`src/rtl/dbs_pkg.sv`:
```
package dbs_pkg;
  typedef enum logic [2:0] {
    ST_IDLE = 3'd0,
    ST_ADDR = 3'd1,
    ST_CMD  = 3'd2,
    ST_DATA = 3'd3,
    ST_SKIP = 3'd4
  } phase_e;

  localparam int SYNC_STAGES = 2;
endpackage

```
`src/rtl/dbs_sync.sv`:
```
module dbs_sync #(
  parameter int         W       = 2,
  parameter int         STAGES  = 2,
  parameter logic [W-1:0] RST_VAL = '1
) (
  input  logic         clk,
  input  logic         rst_n,
  input  logic [W-1:0] d_i,
  output logic [W-1:0] q_o
);
  for (genvar g = 0; g < STAGES; g++) begin : g_stage
    logic [W-1:0] q;
    if (g == 0) begin : g_first
      always_ff @(posedge clk or negedge rst_n) begin
        if (!rst_n) q <= RST_VAL;
        else        q <= d_i;
      end
    end else begin : g_next
      always_ff @(posedge clk or negedge rst_n) begin
        if (!rst_n) q <= RST_VAL;
        else        q <= g_stage[g-1].q;
      end
    end
  end

  assign q_o = g_stage[STAGES-1].q;
endmodule

```
`src/rtl/dbs_bus_events.sv`:
```
module dbs_bus_events (
  input  logic clk,
  input  logic rst_n,
  input  logic scl_s,
  input  logic sda_s,
  output logic scl_rise,
  output logic scl_fall,
  output logic start_det,
  output logic stop_det
);
  logic scl_prev, sda_prev;

  always_ff @(posedge clk or negedge rst_n) begin
    if (!rst_n) begin
      scl_prev <= 1'b1;
      sda_prev <= 1'b1;
    end else begin
      scl_prev <= scl_s;
      sda_prev <= sda_s;
    end
  end

  always_comb begin
    scl_rise  = scl_s & ~scl_prev;
    scl_fall  = ~scl_s & scl_prev;
    start_det = scl_s & scl_prev & sda_prev & ~sda_s;
    stop_det  = scl_s & scl_prev & ~sda_prev & sda_s;
  end
endmodule

```
`src/rtl/dbs_reg_bank.sv`:
```
module dbs_reg_bank #(
  parameter int NUM_CH = 2,
  parameter int DATA_W = 8,
  parameter int SEL_W  = (NUM_CH > 1) ? $clog2(NUM_CH) : 1
) (
  input  logic                     clk,
  input  logic                     rst_n,
  input  logic                     wr_en,
  input  logic                     clr_en,
  input  logic [SEL_W-1:0]         sel,
  input  logic [DATA_W-1:0]        wdata,
  output logic [NUM_CH*DATA_W-1:0] regs_o
);
  for (genvar c = 0; c < NUM_CH; c++) begin : g_ch
    logic [DATA_W-1:0] code_q, code_d;
    logic              code_en;

    always_comb begin
      code_en = clr_en | (wr_en & (sel == SEL_W'(c)));
      code_d  = clr_en ? '0 : wdata;
    end

    always_ff @(posedge clk or negedge rst_n) begin
      if (!rst_n)       code_q <= '0;
      else if (code_en) code_q <= code_d;
    end

    assign regs_o[c*DATA_W +: DATA_W] = code_q;
  end
endmodule

```
`src/rtl/dac_bus_slave.sv`:
```
module dac_bus_slave #(
  parameter int         DATA_W     = 8,
  parameter int         NUM_CH     = 2,
  parameter int         PIN_W      = 2,
  parameter logic [4:0] ADDR_FIXED = 5'b01011,
  parameter int         CLR_BIT    = 3
) (
  input  logic                     clk,
  input  logic                     rst_n,
  input  logic                     scl_i,
  input  logic                     sda_i,
  input  logic [PIN_W-1:0]         addr_sel_i,
  output logic                     sda_pull_o,
  output logic [NUM_CH*DATA_W-1:0] ch_code_o
);
  import dbs_pkg::*;

  localparam int SEL_W = (NUM_CH > 1) ? $clog2(NUM_CH) : 1;
  localparam int ADDR_W = $bits(ADDR_FIXED) + PIN_W;
  localparam int CNT_W = $clog2(DATA_W + 2);
  localparam logic [CNT_W-1:0] LAST_BIT = CNT_W'(DATA_W);
  localparam logic [CNT_W-1:0] ACK_BIT  = CNT_W'(DATA_W + 1);

  // reset: asserted asynchronously, released on the clock
  logic [1:0] rst_pipe;
  logic       rst_ni_q;
  always_ff @(posedge clk or negedge rst_n) begin
    if (!rst_n) rst_pipe <= 2'b00;
    else        rst_pipe <= {rst_pipe[0], 1'b1};
  end
  assign rst_ni_q = rst_pipe[1];

  // line sampling and bus events
  logic scl_s, sda_s;
  logic scl_rise, scl_fall, start_det, stop_det;

  dbs_sync #(.W(2), .STAGES(SYNC_STAGES), .RST_VAL(2'b11)) u_sync (
    .clk   (clk),
    .rst_n (rst_ni_q),
    .d_i   ({scl_i, sda_i}),
    .q_o   ({scl_s, sda_s})
  );

  dbs_bus_events u_events (
    .clk       (clk),
    .rst_n     (rst_ni_q),
    .scl_s     (scl_s),
    .sda_s     (sda_s),
    .scl_rise  (scl_rise),
    .scl_fall  (scl_fall),
    .start_det (start_det),
    .stop_det  (stop_det)
  );

  // byte framing state
  phase_e              phase_q, phase_d;
  logic [CNT_W-1:0]    cnt_q, cnt_d;
  logic [DATA_W-1:0]   shift_q, shift_d;
  logic                shift_en;
  logic                pull_q, pull_d;
  logic [SEL_W-1:0]    sel_q, sel_d;
  logic                clr_q, clr_d;
  logic                cmd_en;
  logic                ack_end, commit_pair;
  logic                addr_hit, in_byte;

  always_comb begin
    addr_hit = (shift_q[DATA_W-1 -: ADDR_W] == {ADDR_FIXED, addr_sel_i}) &&
               !shift_q[0];
    in_byte  = (phase_q == ST_ADDR) || (phase_q == ST_CMD) ||
               (phase_q == ST_DATA);
  end

  always_comb begin
    phase_d     = phase_q;
    cnt_d       = cnt_q;
    shift_d     = shift_q;
    shift_en    = 1'b0;
    pull_d      = pull_q;
    sel_d       = sel_q;
    clr_d       = clr_q;
    cmd_en      = 1'b0;
    ack_end     = 1'b0;
    commit_pair = 1'b0;
    if (start_det) begin
      phase_d = ST_ADDR;
      cnt_d   = '0;
      pull_d  = 1'b0;
    end else if (stop_det) begin
      phase_d = ST_IDLE;
      cnt_d   = '0;
      pull_d  = 1'b0;
    end else if (in_byte) begin
      if (scl_rise) begin
        if (cnt_q < LAST_BIT) begin
          shift_d  = {shift_q[DATA_W-2:0], sda_s};
          shift_en = 1'b1;
          cnt_d    = cnt_q + 1'b1;
        end else if (cnt_q == LAST_BIT) begin
          cnt_d = ACK_BIT;
        end
      end else if (scl_fall) begin
        if (cnt_q == LAST_BIT) begin
          if ((phase_q == ST_ADDR) && !addr_hit) begin
            phase_d = ST_SKIP;
            cnt_d   = '0;
          end else begin
            pull_d = 1'b1;
          end
        end else if (cnt_q == ACK_BIT) begin
          pull_d  = 1'b0;
          cnt_d   = '0;
          ack_end = 1'b1;
          unique case (phase_q)
            ST_ADDR: phase_d = ST_CMD;
            ST_CMD: begin
              phase_d = ST_DATA;
              cmd_en  = 1'b1;
              sel_d   = shift_q[SEL_W-1:0];
              clr_d   = shift_q[CLR_BIT];
            end
            default: begin
              phase_d     = ST_CMD;
              commit_pair = 1'b1;
            end
          endcase
        end
      end
    end
  end

  always_ff @(posedge clk or negedge rst_ni_q) begin
    if (!rst_ni_q) begin
      phase_q <= ST_IDLE;
      cnt_q   <= '0;
      pull_q  <= 1'b0;
    end else begin
      phase_q <= phase_d;
      cnt_q   <= cnt_d;
      pull_q  <= pull_d;
    end
  end

  always_ff @(posedge clk or negedge rst_ni_q) begin
    if (!rst_ni_q)     shift_q <= '0;
    else if (shift_en) shift_q <= shift_d;
  end

  always_ff @(posedge clk or negedge rst_ni_q) begin
    if (!rst_ni_q) begin
      sel_q <= '0;
      clr_q <= 1'b0;
    end else if (cmd_en) begin
      sel_q <= sel_d;
      clr_q <= clr_d;
    end
  end

  dbs_reg_bank #(.NUM_CH(NUM_CH), .DATA_W(DATA_W), .SEL_W(SEL_W)) u_bank (
    .clk    (clk),
    .rst_n  (rst_ni_q),
    .wr_en  (commit_pair & ~clr_q),
    .clr_en (commit_pair & clr_q),
    .sel    (sel_q),
    .wdata  (shift_q),
    .regs_o (ch_code_o)
  );

  assign sda_pull_o = pull_q;
endmodule

```
`config.mk`:
```
export PLATFORM = sky130hd
export DESIGN_NAME = dac_bus_slave
export DESIGN_NICKNAME = d
export VERILOG_FILES = /design/src/rtl/dbs_pkg.sv /design/src/rtl/dbs_sync.sv /design/src/rtl/dbs_bus_events.sv /design/src/rtl/dbs_reg_bank.sv /design/src/rtl/dac_bus_slave.sv
export SDC_FILE = /design/constraint.sdc
export NUM_CORES = 1
export LEC_CHECK = 0
export BUFFER_PORTS_ARGS = -buffer_cell sky130_fd_sc_hd__buf_2
export CORE_UTILIZATION = 55
export DETAILED_ROUTE_END_ITERATION = 10
export PLACE_DENSITY = 0.83
export SLEW_MARGIN = 20
export SYNTH_ARGS = -nofsm -noshare
export SYNTH_HDL_FRONTEND = slang
export SYNTH_HIERARCHICAL = 1
export SYNTH_SLANG_ARGS = --single-unit
export TNS_END_PERCENT = 20
```
`constraint.sdc`:
```
create_clock -name clk -period 1.9 [get_ports clk]
set_input_delay 0.19 -clock clk [delete_from_list [all_inputs] [get_ports clk]]
set_output_delay 0.19 -clock clk [all_outputs]
set_load 0.02 [all_outputs]
```
Yosys cells after proc, flatten, opt, wreduce, memory -nomap -nowiden
Index checks and enable logic that the tools add are counted.
{ "classes": {"n_eq_ne": 11, "shift": 0, "addsub": 1, "magnitude_cmp": 1, "mux": 49, "n_bitwise": 23, "multipliers": 0, "n_reduce_logical": 17, "n_div": 0} }
{ "op_table": {"columns": ["op", "count"], "rows": [
  ["two-way mux 4 bit", 10],
  ["two-way mux 1 bit", 30],
  ["two-way mux 3 bit", 8],
  ["AND reduction 5 bit", 3],
  ["AND 1 bit", 11],
  ["inverter 1 bit", 10],
  ["AND reduction 9 bit", 1],
  ["== test 4 bit, second input constant", 2],
  ["two-way mux 8 bit", 1],
  ["nonzero test 4 bit", 2],
  ["== test 7 x 6 -> 1 bit", 1],
  ["== test 3 x 2 -> 1 bit, second input constant", 2],
  ["AND reduction 6 bit", 1],
  ["nonzero test 3 bit", 2],
  ["!= test 5 x 1 -> 1 bit, second input constant", 1],
  ["!= test 5 x 4 -> 1 bit, second input constant", 1],
  ["nonzero test 5 bit", 1],
  ["adder 4 x 1 -> 4 bit, second input constant", 1],
  ["< comparator 4 bit, second input constant", 1],
  ["!= test 4 x 3 -> 1 bit, second input constant", 1],
  ["!= test 4 bit, second input constant", 1],
  ["== test 3 x 1 -> 1 bit, second input constant", 1],
  ["!= test 3 x 1 -> 1 bit, second input constant", 1],
  ["logical AND 1 bit", 2],
  ["other kinds (4)", 7]
]} }
{ "totals": {"memories": 0, "mem_bits_rw": 0, "input_bits": 6, "latchBits": 0, "reg_bits": 42, "romBits": 0} }

Longest topological paths before layout
Gate-level depths: netlist (run 1).
{ "depth": {"word_depth": 13, "mapped_depth": 9, "mapped_depth_nobuf": 8} }

By module
Netlist (run 1), hierarchy kept.
{ "modules_own_cells": {"columns": ["module", "seq_area_each_um2", "area_per_inst_um2", "cells_per_inst", "n_inst"], "rows": [
  ["dac_bus_slave", 500.5, 1093.5, 91, 1],
  ["dbs_reg_bank", 400.4, 763.2, 63, 1],
  ["dbs_sync", 105.1, 105.1, 4, 1],
  ["dbs_bus_events", 52.6, 85.1, 6, 1]
]} }

Worst setup path before layout (run 1)
OpenSTA, ideal clock, no wires.
{ "synth_path": {"kind": "reg2reg", "start": "reg u_events.scl_prev", "end": "reg u_bank.g_ch[0].code_q[1]", "stages_incl_launch_ff": 9, "setup_slack_ns": -0.179, "t_arrival_ns": 2.000, "path_cell_list": "dfstp_2 > nor2b_1 > nand4bb_4 > nor4b_4 > nand4_1 > nor2_1 > nor2b_4 > buf_6 > mux2i_1"} }
{ "synth_via": {"elab_chain_len": 9} }
{ "synth_lines": {"columns": ["item", "line", "source"], "rows": [
  ["start: declaration", "dbs_bus_events.sv:11", "logic scl_prev, sda_prev;"],
  ["start signal: assignment", "dbs_bus_events.sv:18", "scl_prev <= scl_s;"],
  ["AND 1 bit *", "dbs_bus_events.sv:25", "scl_fall = ~scl_s & scl_prev;"],
  ["via scl_fall", "dac_bus_slave.sv:35", "logic scl_rise, scl_fall, start_det, stop_det;"],
  ["two-way mux 1 bit *", "dac_bus_slave.sv:102", "end else if (scl_fall) begin"],
  ["two-way mux 1 bit *", "dac_bus_slave.sv:94", "if (scl_rise) begin"],
  ["two-way mux 1 bit *", "dac_bus_slave.sv:93", "end else if (in_byte) begin"],
  ["two-way mux 1 bit *", "dac_bus_slave.sv:89", "end else if (stop_det) begin"],
  ["two-way mux 1 bit *", "dac_bus_slave.sv:85", "if (start_det) begin"],
  ["AND 1 bit", "dac_bus_slave.sv:162", ".wr_en (commit_pair & ~clr_q),"],
  ["AND 1 bit", "dbs_reg_bank.sv:19", "code_en = clr_en | (wr_en & (sel == SEL_W'(c)));"],
  ["bitwise OR 1 bit", "dbs_reg_bank.sv:19", null],
  ["end signal: assignment", "dbs_reg_bank.sv:25", "else if (code_en) code_q <= code_d;"],
  ["end: declaration", "dbs_reg_bank.sv:15", "logic [DATA_W-1:0] code_q, code_d;"]
]} }
Mark *: on every way through the listed nets, which the timed path passes. The rest lies on a longest branch.
A chain may end at the register's enable or synchronous reset.

Worst setup path after layout (run 1)
{ "layout_path": {"start": "reg u_events.scl_prev", "end": "reg u_bank.g_ch[0].code_q[5]"} }
Same word-level chain as after synthesis.

==> impl_metrics.json, run 1 <==
{
  "synthAdderAreaFrac": 0.01834,
  "antenna_found_initial": 0,
  "synth-simple-area-share": 0.1993,
  "die_y_microns": 63.01,
  "required_ns": 2.10,
  "status": "finished with violations",
  "clockBufferDepth": 2,
  "use_met1": 0.2494,
  "tns_ns": -1.421,
  "layout_common_cells": "dfrtp_1 (36), nand2b_1 (24), buf_4 (23)",
  "synth_edf_count": 0,
  "hold_viol_final": 0,
  "grt_max_degree": 41,
  "cap_violations": 0,
  "antenna_cells": 0,
  "layout_setup_ws_ns": -0.1434,
  "synthToLayoutAreaGrowth_pct": 25.06,
  "worst_slew_pin_slew_ns": 0.5442,
  "violations": "setup timing",
  "ys_seq_area_frac": 0.5171,
  "slew_headroom": 0.6365,
  "preCtsSetupSlack_ns": -0.1876,
  "fp.dieArea_sq_um": 3970,
  "use_met3": 0.05109,
  "clk_transition_reported_paths_ns": 0.07,
  "synth_xor_area_frac": 0.008557,
  "port_buffers": 22,
  "holdWs_ns": 0.2201,
  "num_rows": 21,
  "synth_cell_type_count": 48,
  "grt_overflow": 0,
  "syn-cell-area_sq_um": 2047,
  "final_common_cell": "dfrtp_1",
  "first_global_vias": 1381,
  "ys_seq_elements": 42,
  "vias_per_cell": 5.117,
  "fmax_ghz": 0.4894,
  "synth_ff_type": "dfrtp_1",
  "rsz0062_at_grt": "yes",
  "powerDensity_nw_per_um2": 775.0,
  "syn-num-nets": 173,
  "path_class": "register to register",
  "r2r-start": "u_events/scl_prev$_DFF_PN1_",
  "regToRegEndpoint": "u_bank/g_ch[0].code_q[5]$_DFFE_PN0P_",
  "cts.sinks": 42,
  "dr.pass1.iters": 4,
  "routed_wl_microns": 3783,
  "hpwl_microns": 2700,
  "grt_util_all_layers": 0.2168,
  "crit_fanout": 6,
  "min_path_type": "input pin to async pin",
  "synthTopCellsByArea": "dfrtp_1 (44%), mux2i_1 (8.8%), dfstp_2 (7.7%), nand2b_1 (7.6%), mux2_2 (4.4%)",
  "synth.top_cell.area_share": 0.4401,
  "finClkSkew_ns": 0.007366,
  "drt-initial-drc-count": 63,
  "slew_violations": 0,
  "arrival_ns": 2.25,
  "synthCells": 164,
  "grt_use_met2": 0.3925,
  "start_util": 0.5947,
  "fillers": 250,
  "busiest_layer": "met2",
  "p_leak_nw": 1.212,
  "yosysTopAreaCell": "dfrtp_1",
  "routabilityCongestion": 0.8873,
  "avgSynthCellArea_sq_um": 12.48,
  "r2r_slack_ns": -0.14,
  "cts_buffers": 5,
  "fin_crit_sh": 1.075,
  "nets": 226,
  "rr_worst_depth": 7,
  "die_w_microns": 63.01,
  "synth_top_family_by_area": "simple AND/OR/NAND/NOR gates",
  "post_route_cells_drive_above_1_share": 0.3945,
  "vias": 1351,
  "vdd.ir_drop.worst_v": 0.0004780,
  "synthArstFlopShare": 1.000,
  "yosysWarningCount": 6,
  "wl_per_cell_microns": 14.33,
  "cts-root-buf": "clkbuf_8",
  "yosys-mux-area-fraction": 0.1430,
  "clkLatencyLatePin_ns": 0.29,
  "fin_crit_ns": 2.043,
  "ant_nets": 0,
  "cts_tree": "done",
  "finalSetupViolCount": 18,
  "synth-compound-area-share": 0.08557,
  "end_kind": "register",
  "worstSetupStartpointType": "register",
  "htree_num_levels": 2,
  "io_pins": 23,
  "drc_errors": 0,
  "grt_pass1_wl_microns": 6582,
  "core_sq_um": 3442
}
Yosys cell counts (2+ instances only):
cell,count
nand4_1,2
nand2_1,4
nand2b_1,25
nor2_1,8
mux2i_1,18
inv_1,7
ha_1,3
xor2_1,2
and4b_1,2
dfstp_2,6
mux2_2,8
dfrtp_1,36
a21oi_1,4
mux2_1,2
nor2b_1,4
worst max-delay path by stage:
| stage | end | from |
|---|---|---|
| finish | u_bank/g_ch[0].code_q[5]$_DFFE_PN0P_ | u_events/scl_prev$_DFF_PN1_ |
| global route | u_bank/g_ch[0].code_q[5]$_DFFE_PN0P_ | u_events/scl_prev$_DFF_PN1_ |
| CTS | u_bank/g_ch[0].code_q[5]$_DFFE_PN0P_ | u_events/scl_prev$_DFF_PN1_ |
| detailed placement | u_bank/g_ch[0].code_q[5]$_DFFE_PN0P_ | u_events/scl_prev$_DFF_PN1_ |
| global placement | u_bank/g_ch[0].code_q[4]$_DFFE_PN0P_ | u_events/scl_prev$_DFF_PN1_ |
| floorplan | u_bank/g_ch[0].code_q[1]$_DFFE_PN0P_ | cnt_q[0]$_DFFE_PN0P_ |
repair_timing:
action	in CTS	in global routing
resized for setup	3	1
buffers inserted	4	0
hold buffers	3	0
pin swaps	4	3
endpoints found under the setup margin	16	32
hold endpoints to repair	4	0
state kept, by name, indices dropped and copies added, names as in the netlist:
signal / flops
clr_q: 1
cnt_q: 4
phase_q: 3
rst_pipe: 2
sda_pull_o: 1
sel_q: 1
shift_q: 8
u_bank/g_ch.code_q: 16
u_events/scl_prev: 1
u_events/sda_prev: 1
u_sync/g_stage.q: 2
u_sync/q_o: 2
final cells by class:
| type | instances | area, sq um | area share |
|---|---|---|---|
| flip-flops and latches | 42 | 1059 | 0.4135 |
| multi-input cells | 111 | 967.2 | 0.3778 |
| repair buffers | 50 | 344.1 | 0.1344 |
| clock buffers | 7 | 76.32 | 0.02981 |
| well taps | 46 | 57.56 | 0.02248 |
| clock inverters | 1 | 30.03 | 0.01173 |
| inverters | 7 | 26.28 | 0.01026 |
cell families (layout without fill, tap and decap cells):
| family | Yosys count | count (layout) |
|---|---|---|
| adders and majority gates | 3 | 3 |
| other | 1 | 1 |
| muxes | 28 | 28 |
| and+or+nand+nor | 58 | 58 |
| DFF | 42 | 42 |
| buffers and inverters | 11 | 65 |
| xor gates and xnor gates | 2 | 2 |
| AOI/OAI and AO/OA | 19 | 19 |
through the flow:
step,power (W),std cells,util,cell area (sq um)
2_1_floorplan,0.001178,164,-,2061
3_3_place_gp,0.001294,249,0.6885,2370
3_5_place_dp,0.001311,249,0.6885,2370
4_1_cts,0.002008,264,0.7426,2556
5_1_grt,0.002085,264,0.7437,2560
6_report,0.001984,264,0.7437,2560
worst max-delay path, cell delays in order (launching register included):
cell,delay [ns]
dfstp_2,0.55
nor2b_4,0.17
nand4bb_4,0.14
nor4b_4,0.25
nand4_1,0.16
nor2_2,0.16
nor2b_4,0.29
mux2i_1,0.24
metal layers:
layer  routed length [microns]  part of all wire
met5                         0                 0
met4                        31            0.0082
met3                        99             0.026
met2                      2031              0.54
met1                      1621              0.43
power by group:
| group | internal [W] | total (W) | switching, W |
|---|---|---|---|
| combinational | 0.000163 | 0.000326 | 0.000162 |
| clock | 0.000393 | 0.000676 | 0.000283 |
| sequential | 0.000942 | 0.000983 | 0.0000403 |
| total | 0.00150 | 0.00198 | 0.000485 |
No activity file was read; power rests on OpenSTA's default activity.
==> run 2: changes to the inputs <==
--- a/config.mk
+++ b/config.mk
@@ -6,9 +6,11 @@
 export NUM_CORES = 1
 export LEC_CHECK = 0
 export BUFFER_PORTS_ARGS = -buffer_cell sky130_fd_sc_hd__buf_2
-export CORE_UTILIZATION = 55
+export CELL_PAD_IN_SITES_DETAIL_PLACEMENT = 0
+export CELL_PAD_IN_SITES_GLOBAL_PLACEMENT = 1
+export CORE_UTILIZATION = 50
 export DETAILED_ROUTE_END_ITERATION = 10
-export PLACE_DENSITY = 0.83
+export PLACE_DENSITY = 0.9
 export SLEW_MARGIN = 20
 export SYNTH_ARGS = -nofsm -noshare
 export SYNTH_HDL_FRONTEND = slang
==> impl_metrics.json, run 2 (synthesis results as in run 1) <==
{
  "grt_overflow": 0,
  "first_global_vias": 1490,
  "nets": 229,
  "cap_violations": 0,
  "rr_worst_depth": 7,
  "routed_wl_microns": 4054,
  "cts-root-buf": "clkbuf_8",
  "finalPower_w": 0.001919,
  "largest_reg_flops": 16,
  "crit_fanout": 6,
  "holdWs_ns": 0.1946,
  "num_rows": 22,
  "start_util": 0.5389,
  "r2r-start": "u_events/scl_prev$_DFF_PN1_",
  "slew_violations": 0,
  "cts_tree": "done",
  "grt_pass1_wl_microns": 6803,
  "top_regs": "u_bank/g_ch.code_q: 16 flops, shift_q: 8 flops, cnt_q: 4 flops",
  "htree_num_levels": 2,
  "core_sq_um": 3799,
  "required_ns": 2.12,
  "finClkSkew_ns": 0.006906,
  "regToRegEndpoint": "u_bank/g_ch[0].code_q[5]$_DFFE_PN0P_",
  "clkLatencyLatePin_ns": 0.30,
  "routabilityCongestion": 0.7882,
  "path_class": "register to register",
  "vdd.ir_drop.worst_v": 0.0006341,
  "synthToLayoutAreaGrowth_pct": 27.69,
  "drt-initial-drc-count": 73,
  "grt_util_all_layers": 0.2138,
  "finalSetupViolCount": 18,
  "ant_nets": 0,
  "tns_ns": -2.647,
  "layout_setup_ws_ns": -0.1992,
  "die_y_microns": 65.99,
  "die_w_microns": 65.99,
  "regMostFlops": "u_bank/g_ch.code_q",
  "violations": "setup timing",
  "wl_per_cell_microns": 15.07,
  "antenna_cells": 0,
  "r2r_slack_ns": -0.20,
  "p_leak_nw": 1.242,
  "rsz0062_at_grt": "yes",
  "hpwl_microns": 3025,
  "clockBufferDepth": 2,
  "drc_errors": 0,
  "io_pins": 23,
  "layout_common_cells": "dfrtp_1 (36), buf_4 (25), buf_2 (22)",
  "fp.dieArea_sq_um": 4354,
  "end_kind": "register",
  "final_common_cell": "dfrtp_1",
  "port_buffers": 22,
  "hold_viol_final": 0,
  "cts_buffers": 5,
  "worstSetupStartpointType": "register",
  "dr.pass1.iters": 4,
  "fin_crit_ns": 2.099,
  "cts.sinks": 42,
  "fin_crit_sh": 1.105,
  "status": "finished with violations",
  "arrival_ns": 2.32,
  "fmax_ghz": 0.4764,
  "grt_max_degree": 19,
  "vias": 1411,
  "antenna_found_initial": 0,
  "stdcell_count": 269,
  "powerDensity_nw_per_um2": 734.2,
  "clk_transition_reported_paths_ns": 0.08,
  "vias_per_cell": 5.245,
  "dp.cells": 255,
  "min_path_type": "register to async pin",
  "post_route_cells_drive_above_1_share": 0.4480
}
==> run 2: worst max-delay path: stages (launching register included) <==
cell and delay (ns):
dfstp_2 0.56, nor2b_4 0.17, nand4bb_4 0.14, nor4b_4 0.27
nand4_1 0.16, nor2_2 0.17, nor2b_4 0.29, mux2i_1 0.25
==> run 2: worst max-delay path by stage <==
stage	from	endpoint	slack, ns	depth (start not counted)
floorplan	cnt_q[0]$_DFFE_PN0P_	u_bank/g_ch[0].code_q[1]$_DFFE_PN0P_	-0.03	9
global placement	u_events/scl_prev$_DFF_PN1_	u_bank/g_ch[0].code_q[5]$_DFFE_PN0P_	-0.1	8
detailed placement	u_events/scl_prev$_DFF_PN1_	u_bank/g_ch[0].code_q[5]$_DFFE_PN0P_	-0.23	7
CTS	u_events/scl_prev$_DFF_PN1_	u_bank/g_ch[0].code_q[2]$_DFFE_PN0P_	-0.24	7
global route	u_events/scl_prev$_DFF_PN1_	u_bank/g_ch[0].code_q[2]$_DFFE_PN0P_	-0.31	7
finish	u_events/scl_prev$_DFF_PN1_	u_bank/g_ch[0].code_q[5]$_DFFE_PN0P_	-0.20	7
==> run 2: layout make-up <==
cell class                 instances  area (sq um)
sequential                        42          1059
timing repair buffer              53         361.6
tap                               48         60.06
inverter                           7         26.28
fill                             286          1185
clock buffer                       6         82.58
clock inverter                     2         12.51
multi-input combinational        111          1012
==> run 2: per-stage QoR <==
step	util	worst slack [ns]	instance area [sq um]
after floorplan	-	-0.03398	2061
after global placement	0.6291	-0.09611	2390
after detailed placement	0.6291	-0.2264	2390
after CTS	0.6660	-0.2358	2530
after global routing	0.6881	-0.3108	2614
final	0.6881	-0.1992	2614
==> run 2: power breakdown <==
group / total [W] / switching (W) / internal, W / leakage (nW)
combinational: 0.000343 / 0.000169 / 0.000174 / 0.639
clock: 0.000591 / 0.000299 / 0.000292 / 0.0472
sequential: 0.000985 / 0.0000425 / 0.000942 / 0.556
total: 0.00192 / 0.000511 / 0.00141 / 1.24
==> run 2: metal layers <==
| layer | routed length [microns] | up-vias | track usage |
|---|---|---|---|
| met4 | 100 | 0 | 0.1170 |
| met2 | 2145 | 32 | 0.3788 |
| met5 | 0 | - | 0 |
| li1 | - | 684 | - |
| met3 | 155 | 9 | 0.04828 |
| met1 | 1652 | 686 | 0.2343 |
==> run 2: repair_timing <==
| action | 4_1_cts | 5_1_grt |
|---|---|---|
| endpoints found under the hold margin | 4 | 0 |
| pin swaps | 4 | 3 |
| buffers inserted | 1 | 1 |
| hold buffers | 3 | 0 |
| cloned | 0 | 1 |
| endpoints found under the setup margin | 17 | 30 |
| resized for setup | 2 | 16 |
